## src/rtl/rlk_pkg.sv

```systemverilog
package rlk_pkg;
  typedef enum logic [2:0] {
    RG_NONE,
    RG_REG,
    RG_MIR,
    RG_LOCK,
    RG_CFG
  } region_e;

  localparam int          WIN_AW    = 14;
  localparam logic [11:0] MIR_WORD  = 12'h800;
  localparam logic [11:0] LOCK_WORD = 12'hE00;
  localparam logic [11:0] CFG_WORD  = 12'hFFF;
endpackage

```

## src/rtl/rlk_decode.sv

```systemverilog
module rlk_decode
  import rlk_pkg::*;
#(
  parameter int REG_BASE = 'h200,
  parameter int NUM_REGS = 8,
  parameter int IDX_W    = 3
) (
  input  logic [WIN_AW-1:0] addr,
  output region_e           region,
  output logic [IDX_W-1:0]  idx,
  output logic [11:0]       lock_word
);
  localparam logic [12:0] RB = 13'(REG_BASE >> 2);
  localparam logic [12:0] RE = 13'((REG_BASE >> 2) + NUM_REGS);

  logic [11:0] wa;
  logic [11:0] rel;
  logic        unused_lo;

  assign wa        = addr[WIN_AW-1:2];
  assign unused_lo = ^addr[1:0];
  assign lock_word = wa - LOCK_WORD;

  always_comb begin
    region = RG_NONE;
    idx    = '0;
    rel    = (wa >= MIR_WORD) ? (wa - MIR_WORD) : wa;
    if (wa == CFG_WORD) begin
      region = RG_CFG;
    end else if (wa >= LOCK_WORD) begin
      region = RG_LOCK;
    end else if ({1'b0, rel} >= RB && {1'b0, rel} < RE) begin
      region = (wa >= MIR_WORD) ? RG_MIR : RG_REG;
      idx    = IDX_W'({1'b0, rel} - RB);
    end
  end
endmodule

```

## src/rtl/rlk_lockbank.sv

```systemverilog
module rlk_lockbank #(
  parameter int                  REG_BASE  = 'h200,
  parameter int                  NUM_REGS  = 8,
  parameter logic [NUM_REGS-1:0] PROT_MASK = '1,
  parameter int                  IDX_W     = 3
) (
  input  logic             clk,
  input  logic             rst_n,
  input  logic             frozen,
  input  logic             wr_en,
  input  logic [11:0]      wr_word,
  input  logic [31:0]      wdata,
  input  logic [3:0]       wstrb,
  input  logic             mir_set,
  input  logic [IDX_W-1:0] mir_idx,
  input  logic [3:0]       mir_lanes,
  input  logic [IDX_W-1:0] rd_idx,
  output logic [3:0]       cur_lock,
  output logic [31:0]      rd_data
);
  localparam int RBW = REG_BASE >> 2;

  logic [4*NUM_REGS-1:0] lk_all;

  for (genvar i = 0; i < NUM_REGS; i++) begin : g_word
    localparam int LW = (RBW + i) >> 2;
    localparam int LN = (RBW + i) & 3;
    if (PROT_MASK[i]) begin : g_prot
      logic [3:0] lk_q;
      logic [3:0] lk_d;
      always_comb begin
        lk_d = lk_q;
        if (wr_en && wr_word == 12'(LW) && wstrb[LN]) begin
          for (int j = 0; j < 4; j++) begin
            if (wdata[8*LN+4+j]) lk_d[j] = wdata[8*LN+j];
          end
        end
        if (mir_set && mir_idx == IDX_W'(i)) lk_d = lk_d | mir_lanes;
      end
      always_ff @(posedge clk or negedge rst_n) begin
        if (!rst_n)       lk_q <= '0;
        else if (!frozen) lk_q <= lk_d;
      end
      assign lk_all[4*i +: 4] = lk_q;
    end else begin : g_open
      assign lk_all[4*i +: 4] = 4'b0000;
    end
  end

  always_comb begin
    cur_lock = '0;
    rd_data  = '0;
    for (int i = 0; i < NUM_REGS; i++) begin
      if (rd_idx == IDX_W'(i)) cur_lock = lk_all[4*i +: 4];
      if (wr_word == 12'((RBW + i) >> 2)) rd_data[8*((RBW + i) & 3) +: 4] = lk_all[4*i +: 4];
    end
  end

  p_frozen_hold_r7: assert property (@(posedge clk) disable iff (!rst_n)
    frozen |=> $stable(lk_all));
endmodule

```

## src/rtl/rlk_cfg.sv

```systemverilog
module rlk_cfg (
  input  logic       clk,
  input  logic       rst_n,
  input  logic       we,
  input  logic [1:0] wbits,
  output logic       hard,
  output logic       ufb
);
  always_ff @(posedge clk or negedge rst_n) begin
    if (!rst_n) begin
      hard <= 1'b0;
      ufb  <= 1'b0;
    end else if (we && !hard) begin
      hard <= wbits[1];
      ufb  <= wbits[0];
    end
  end

  p_hard_sticky_r6: assert property (@(posedge clk) disable iff (!rst_n)
    hard |=> hard);
  p_cfg_frozen_r7: assert property (@(posedge clk) disable iff (!rst_n)
    hard |=> $stable(ufb));
endmodule

```

## src/rtl/reg_lock_guard.sv

```systemverilog
module reg_lock_guard
  import rlk_pkg::*;
#(
  parameter int                  REG_BASE  = 'h200,
  parameter int                  NUM_REGS  = 8,
  parameter logic [NUM_REGS-1:0] PROT_MASK = 8'b1011_0111,
  parameter int                  IDX_W     = (NUM_REGS > 1) ? $clog2(NUM_REGS) : 1
) (
  input  logic              clk,
  input  logic              rst_n,
  input  logic              req_valid,
  output logic              req_ready,
  input  logic              req_write,
  input  logic              req_user,
  input  logic [13:0]       req_addr,
  input  logic [31:0]       req_wdata,
  input  logic [3:0]        req_wstrb,
  output logic              rsp_valid,
  input  logic              rsp_ready,
  output logic [31:0]       rsp_rdata,
  output logic              rsp_err,
  output logic              per_we,
  output logic [IDX_W-1:0]  per_idx,
  output logic [31:0]       per_wdata,
  output logic [3:0]        per_wstrb,
  input  logic [31:0]       per_rdata
);
  region_e     region;
  logic [11:0] lock_word;
  logic [3:0]  cur_lock;
  logic [31:0] lock_rd;
  logic        hard, ufb;
  logic        acc, blk_user, wr_hit, lane_clash, frozen_hit;
  logic        mir_set, lk_we, cfg_we;
  logic        err_c;
  logic [31:0] rd_c;

  rlk_decode #(.REG_BASE(REG_BASE), .NUM_REGS(NUM_REGS), .IDX_W(IDX_W)) u_dec (
    .addr(req_addr), .region(region), .idx(per_idx), .lock_word(lock_word)
  );

  rlk_lockbank #(
    .REG_BASE(REG_BASE), .NUM_REGS(NUM_REGS), .PROT_MASK(PROT_MASK), .IDX_W(IDX_W)
  ) u_bank (
    .clk(clk), .rst_n(rst_n), .frozen(hard),
    .wr_en(lk_we), .wr_word(lock_word), .wdata(req_wdata), .wstrb(req_wstrb),
    .mir_set(mir_set), .mir_idx(per_idx), .mir_lanes(req_wstrb),
    .rd_idx(per_idx), .cur_lock(cur_lock), .rd_data(lock_rd)
  );

  rlk_cfg u_cfg (
    .clk(clk), .rst_n(rst_n), .we(cfg_we), .wbits(req_wdata[31:30]),
    .hard(hard), .ufb(ufb)
  );

  assign req_ready  = !rsp_valid || rsp_ready;
  assign acc        = req_valid && req_ready;
  assign blk_user   = req_user && ufb;
  assign wr_hit     = (region == RG_REG) || (region == RG_MIR);
  assign lane_clash = |(cur_lock & req_wstrb);
  assign frozen_hit = hard && ((region == RG_LOCK) || (region == RG_CFG));

  assign per_we    = acc && req_write && !blk_user && wr_hit && !lane_clash;
  assign per_wdata = req_wdata;
  assign per_wstrb = req_wstrb;
  assign mir_set   = per_we && (region == RG_MIR);
  assign lk_we     = acc && req_write && !blk_user && (region == RG_LOCK) && !hard;
  assign cfg_we    = acc && req_write && !blk_user && (region == RG_CFG);

  always_comb begin
    err_c = blk_user || (region == RG_NONE) ||
            (req_write && ((wr_hit && lane_clash) || frozen_hit));
    rd_c  = '0;
    if (!blk_user && !req_write) begin
      case (region)
        RG_REG, RG_MIR: rd_c = per_rdata;
        RG_LOCK:        rd_c = lock_rd;
        RG_CFG:         rd_c = {hard, ufb, 30'b0};
        default:        rd_c = '0;
      endcase
    end
  end

  always_ff @(posedge clk or negedge rst_n) begin
    if (!rst_n) begin
      rsp_valid <= 1'b0;
      rsp_rdata <= '0;
      rsp_err   <= 1'b0;
    end else if (acc) begin
      rsp_valid <= 1'b1;
      rsp_rdata <= rd_c;
      rsp_err   <= err_c;
    end else if (rsp_ready) begin
      rsp_valid <= 1'b0;
    end
  end

  p_we_accepted_r1: assert property (@(posedge clk) disable iff (!rst_n)
    per_we |-> (req_valid && req_ready && req_write));
  p_locked_err_r4: assert property (@(posedge clk) disable iff (!rst_n)
    (acc && req_write && !blk_user && wr_hit && |(cur_lock & req_wstrb)) |=> (rsp_valid && rsp_err));
  p_user_bar_r8: assert property (@(posedge clk) disable iff (!rst_n)
    (req_valid && req_ready && req_user && ufb) |=> (rsp_valid && rsp_err && rsp_rdata == 32'h0));
  p_rsp_hold_r11: assert property (@(posedge clk) disable iff (!rst_n)
    (rsp_valid && !rsp_ready) |=> (rsp_valid && $stable(rsp_rdata) && $stable(rsp_err)));
endmodule

```

## config.mk

```make
export PLATFORM = sky130hd
export DESIGN_NAME = reg_lock_guard
export DESIGN_NICKNAME = d
export VERILOG_FILES = /design/src/rtl/rlk_pkg.sv /design/src/rtl/rlk_decode.sv /design/src/rtl/rlk_lockbank.sv /design/src/rtl/rlk_cfg.sv /design/src/rtl/reg_lock_guard.sv
export SDC_FILE = /design/constraint.sdc
export NUM_CORES = 1
export LEC_CHECK = 0
export BUFFER_PORTS_ARGS = -buffer_cell sky130_fd_sc_hd__buf_2
export CAP_MARGIN = 20
export CORE_MARGIN = 2
export CORE_UTILIZATION = 40
export DETAILED_ROUTE_END_ITERATION = 10
export GPL_TIMING_DRIVEN = 0
export PLACE_DENSITY = 0.66
export SETUP_SLACK_MARGIN = 0.15
export SLEW_MARGIN = 20
export SYNTH_ARGS = -nofsm -noshare
export SYNTH_HDL_FRONTEND = slang
export SYNTH_SLANG_ARGS = --single-unit
```

## constraint.sdc

```tcl
create_clock -name clk -period 3.55 [get_ports clk]
set_input_delay 0.5325 -clock clk [delete_from_list [all_inputs] [get_ports clk]]
set_output_delay 0.5325 -clock clk [all_outputs]
set_load 0.01 [all_outputs]
```

==> metrics.cfg <==
[yosys]
syn_area_per_cell_um2=8.83
yosys_warnings=0
synth_cell_types=63
synth-seq-area-share=0.363
synth_cells=468
synth_area_leaders=dfrtp_1, buf_4, a21oi_1, o21ai_0, a22o_1
synth_edf_count=0
synth_async_sr_flop_share=1.00
synth-seq-cells=60
synth_top_area_share=0.363
yosys.area.top_type=dfrtp_1
synth_nets=558
synthFlopType=dfrtp_1
synth_area_mm2=0.00413

[detailed_routing]
drcViolationCount=0
drt-total-wl_um=13900
drtIter0Drc=316
vias=4342
ant_nets=0
wl_per_cell_um=17.9
dr.pass1.iters=5
vias_per_cell=5.59

[timing]
slew_headroom=0.385
worst_slew_pin_slew_ps=919
rsz0062_at_grt=false
slew_viol_final=0
hold_violations=0
fmax_ghz=0.305
finalCritPeriodShare=0.923
setup_viol=0
setup_tns_ps=0
clock_skew_ps=12.3
period_needed_ps=3280

[setup_path]
worstPathArrival_ps=2750
crit_chain=buf_2, or3_4, nor4_4, mux2_2, a21o_1, a2111oi_4, and3_1, buf_2
startpoint=req_addr[8]
crit_fanout=4
path_class=primary input to primary output
critPathTopFamily=simple AND/OR/NAND/NOR gates
r2r_start=u_cfg.hard$_DFFE_PN0P_
critPathBufInv=2
cpPeakStageDelay_ps=440
end_kind=primary output
startpoint_type=primary input
worstPathRequired_ps=3020
path_common_cell=buf_2
slowest_stage=a2111oi_4

[global_route]
grt_overflow=0
grt_pass1_vias=4315
track_usage=0.249
grt_max_degree=61
grt_first_pass_wirelength_um=21900
antenna_found_initial=0

[floorplan]
rows=37
io_pins=163
chipHeight_um=106
coreArea_mm2=0.0102
dieArea_mm2=0.0112
start_util=0.406
dieWidth_um=106

[placed_design]
dp.cells=760
dp_hpwl_um=10400
placed_cell_area_mm2=0.00509
portBuffers=156
place.gp.congestion=0.925

[clock_tree]
cts_inserted_buffers=9
clk_pin_slew_ps=70
cts_tree=yes
clock_path_buffers=2
clk_latency_ps=360
cts.sinks=60
cts-root-buf=clkbuf_8
h-tree-depth=3

[power_and_ir_drop]
power.switching_mw=0.435
p_seq_frac=0.425
clock_power_share=0.440
leakagePower_nw=2.57
switching_share=0.270
p_int_mw=1.18
p_comb_frac=0.135
p_per_area_mw_per_mm2=302
ir_drop_uv=205

[final_layout]
finalInstanceArea_mm2=0.00534
drive_gt1_frac=0.393
instances_no_fill=777
num-nets-final=726
syn_to_final_growth_pct=29.2
num_antenna_cells=0
fillers=989

[job]
drv_cap=0

[min_path]
hp-class=primary input to async pin

[run_status]
outcome=complete, no violations

## synth_stat cells, types with 15 or more instances
master and instances:
a22o_1 15, dfrtp_1 60, a21oi_1 37, clkbuf_1 16, buf_4 37, o21ai_0 37
nor2_1 16, nand2_1 35, nand4_1 16, nand3_1 18, nand2b_1 18, a22oi_1 15
## worst reg2reg max path: stages, from the launching register on
cell	delay, ps
dfrtp_1	360
clkbuf_1	230
inv_1	170
and4_1	180
clkbuf_1	360
nor4b_2	830
and2_1	230
buf_2	170
a21oi_1	80
a31oi_1	140
o22a_1	150
## cell type report
cell class	instances	area, um^2	area share
plain buffers	66	420	0.0787
clock buffers	9	124	0.0232
clock inverters	7	97.6	0.0183
inverters	11	41.3	0.00773
multi-input cells	331	2190	0.411
flip-flops and latches	60	1500	0.281
well taps	136	170	0.0319
repair buffers	157	791	0.148
## final timing paths
| kind | cells past startpoint | end | slack [ps] |
|---|---|---|---|
| worst max-delay path | 8 | per_we | 270 |
| worst min-delay path | 1 | rsp_rdata[10]$_DFFE_PN0P_ | 250 |
| min in group clk | 2 | rsp_rdata[5]$_DFFE_PN0P_ | 380 |
| max in group asynchronous | 1 | u_bank.g_word[5].g_prot.lk_q[0]$_DFFE_PN0N_ | 2800 |
| worst max register to register | 10 | u_bank.g_word[7].g_prot.lk_q[0]$_DFFE_PN0N_ | 590 |
| worst min register to register | 2 | rsp_rdata[0]$_DFFE_PN0P_ | 480 |
## power by group through the flow
stage / clock network, mW / registers, mW / logic (mW)
floorplan: 0 / 0.700 / 0.0974
global placement: 0 / 0.699 / 0.213
detailed placement: 0 / 0.699 / 0.216
CTS: 0.712 / 0.685 / 0.218
global route: 0.752 / 0.685 / 0.239
finish: 0.709 / 0.685 / 0.219
## through the flow
stage                     total power [mW]   util  worst slack [ps]  hold slack [ps]
after floorplan                      0.797      -               629              237
after global placement               0.912  0.499               171              456
after detailed placement             0.915  0.499               150              468
after CTS                             1.62  0.522               197              283
after global routing                  1.68  0.524               191              312
final                                 1.61  0.524               272              248
## timing repair
item	in CTS	in global routing
pin swaps	0	1
setup buffers	0	1
hold buffers	0	0
gates resized for setup	1	2
hold endpoints to repair	0	0
setup endpoints to repair	1	1
## state kept, by name, indices dropped and copies added (netlist names), named ones only
register	count
rsp_valid	1
u_cfg.hard	1
rsp_rdata	32
u_cfg.ufb	1
rsp_err	1
u_bank.g_word.g_prot.lk_q	18
## logic make-up (layout without fill, tap and decap cells)
group	after synthesis	count (layout)	synth area share
adder cells (fa/ha/maj)	2	2	0.00605
XOR/XNOR	1	1	0.00212
multiplexers	15	15	0.0394
flip-flops	60	60	0.363
AO/OA/AOI/OAI	151	151	0.249
AND/OR/NAND/NOR	162	162	0.228
buffers and inverters	77	250	0.112
## placed cells by master, fill, tap and decap left out, types with 13 or more instances in the layout
cell	instances
a21oi_1	37
a22o_1	15
a22oi_1	15
and3_1	13
buf_2	164
buf_4	39
clkbuf_1	16
dfrtp_1	60
nand2_1	35
nand2b_1	18
nand3_1	18
nand4_1	16
nor2_1	16
o21ai_0	37
## layer usage
layer	track usage	vias up	share of wire
met5	0	-	0
met4	0.0883	0	0.021
met3	0.0476	24	0.063
met2	0.409	186	0.47
met1	0.329	2085	0.45
li1	-	2047	-
Power figures use the tool's default switching activity.
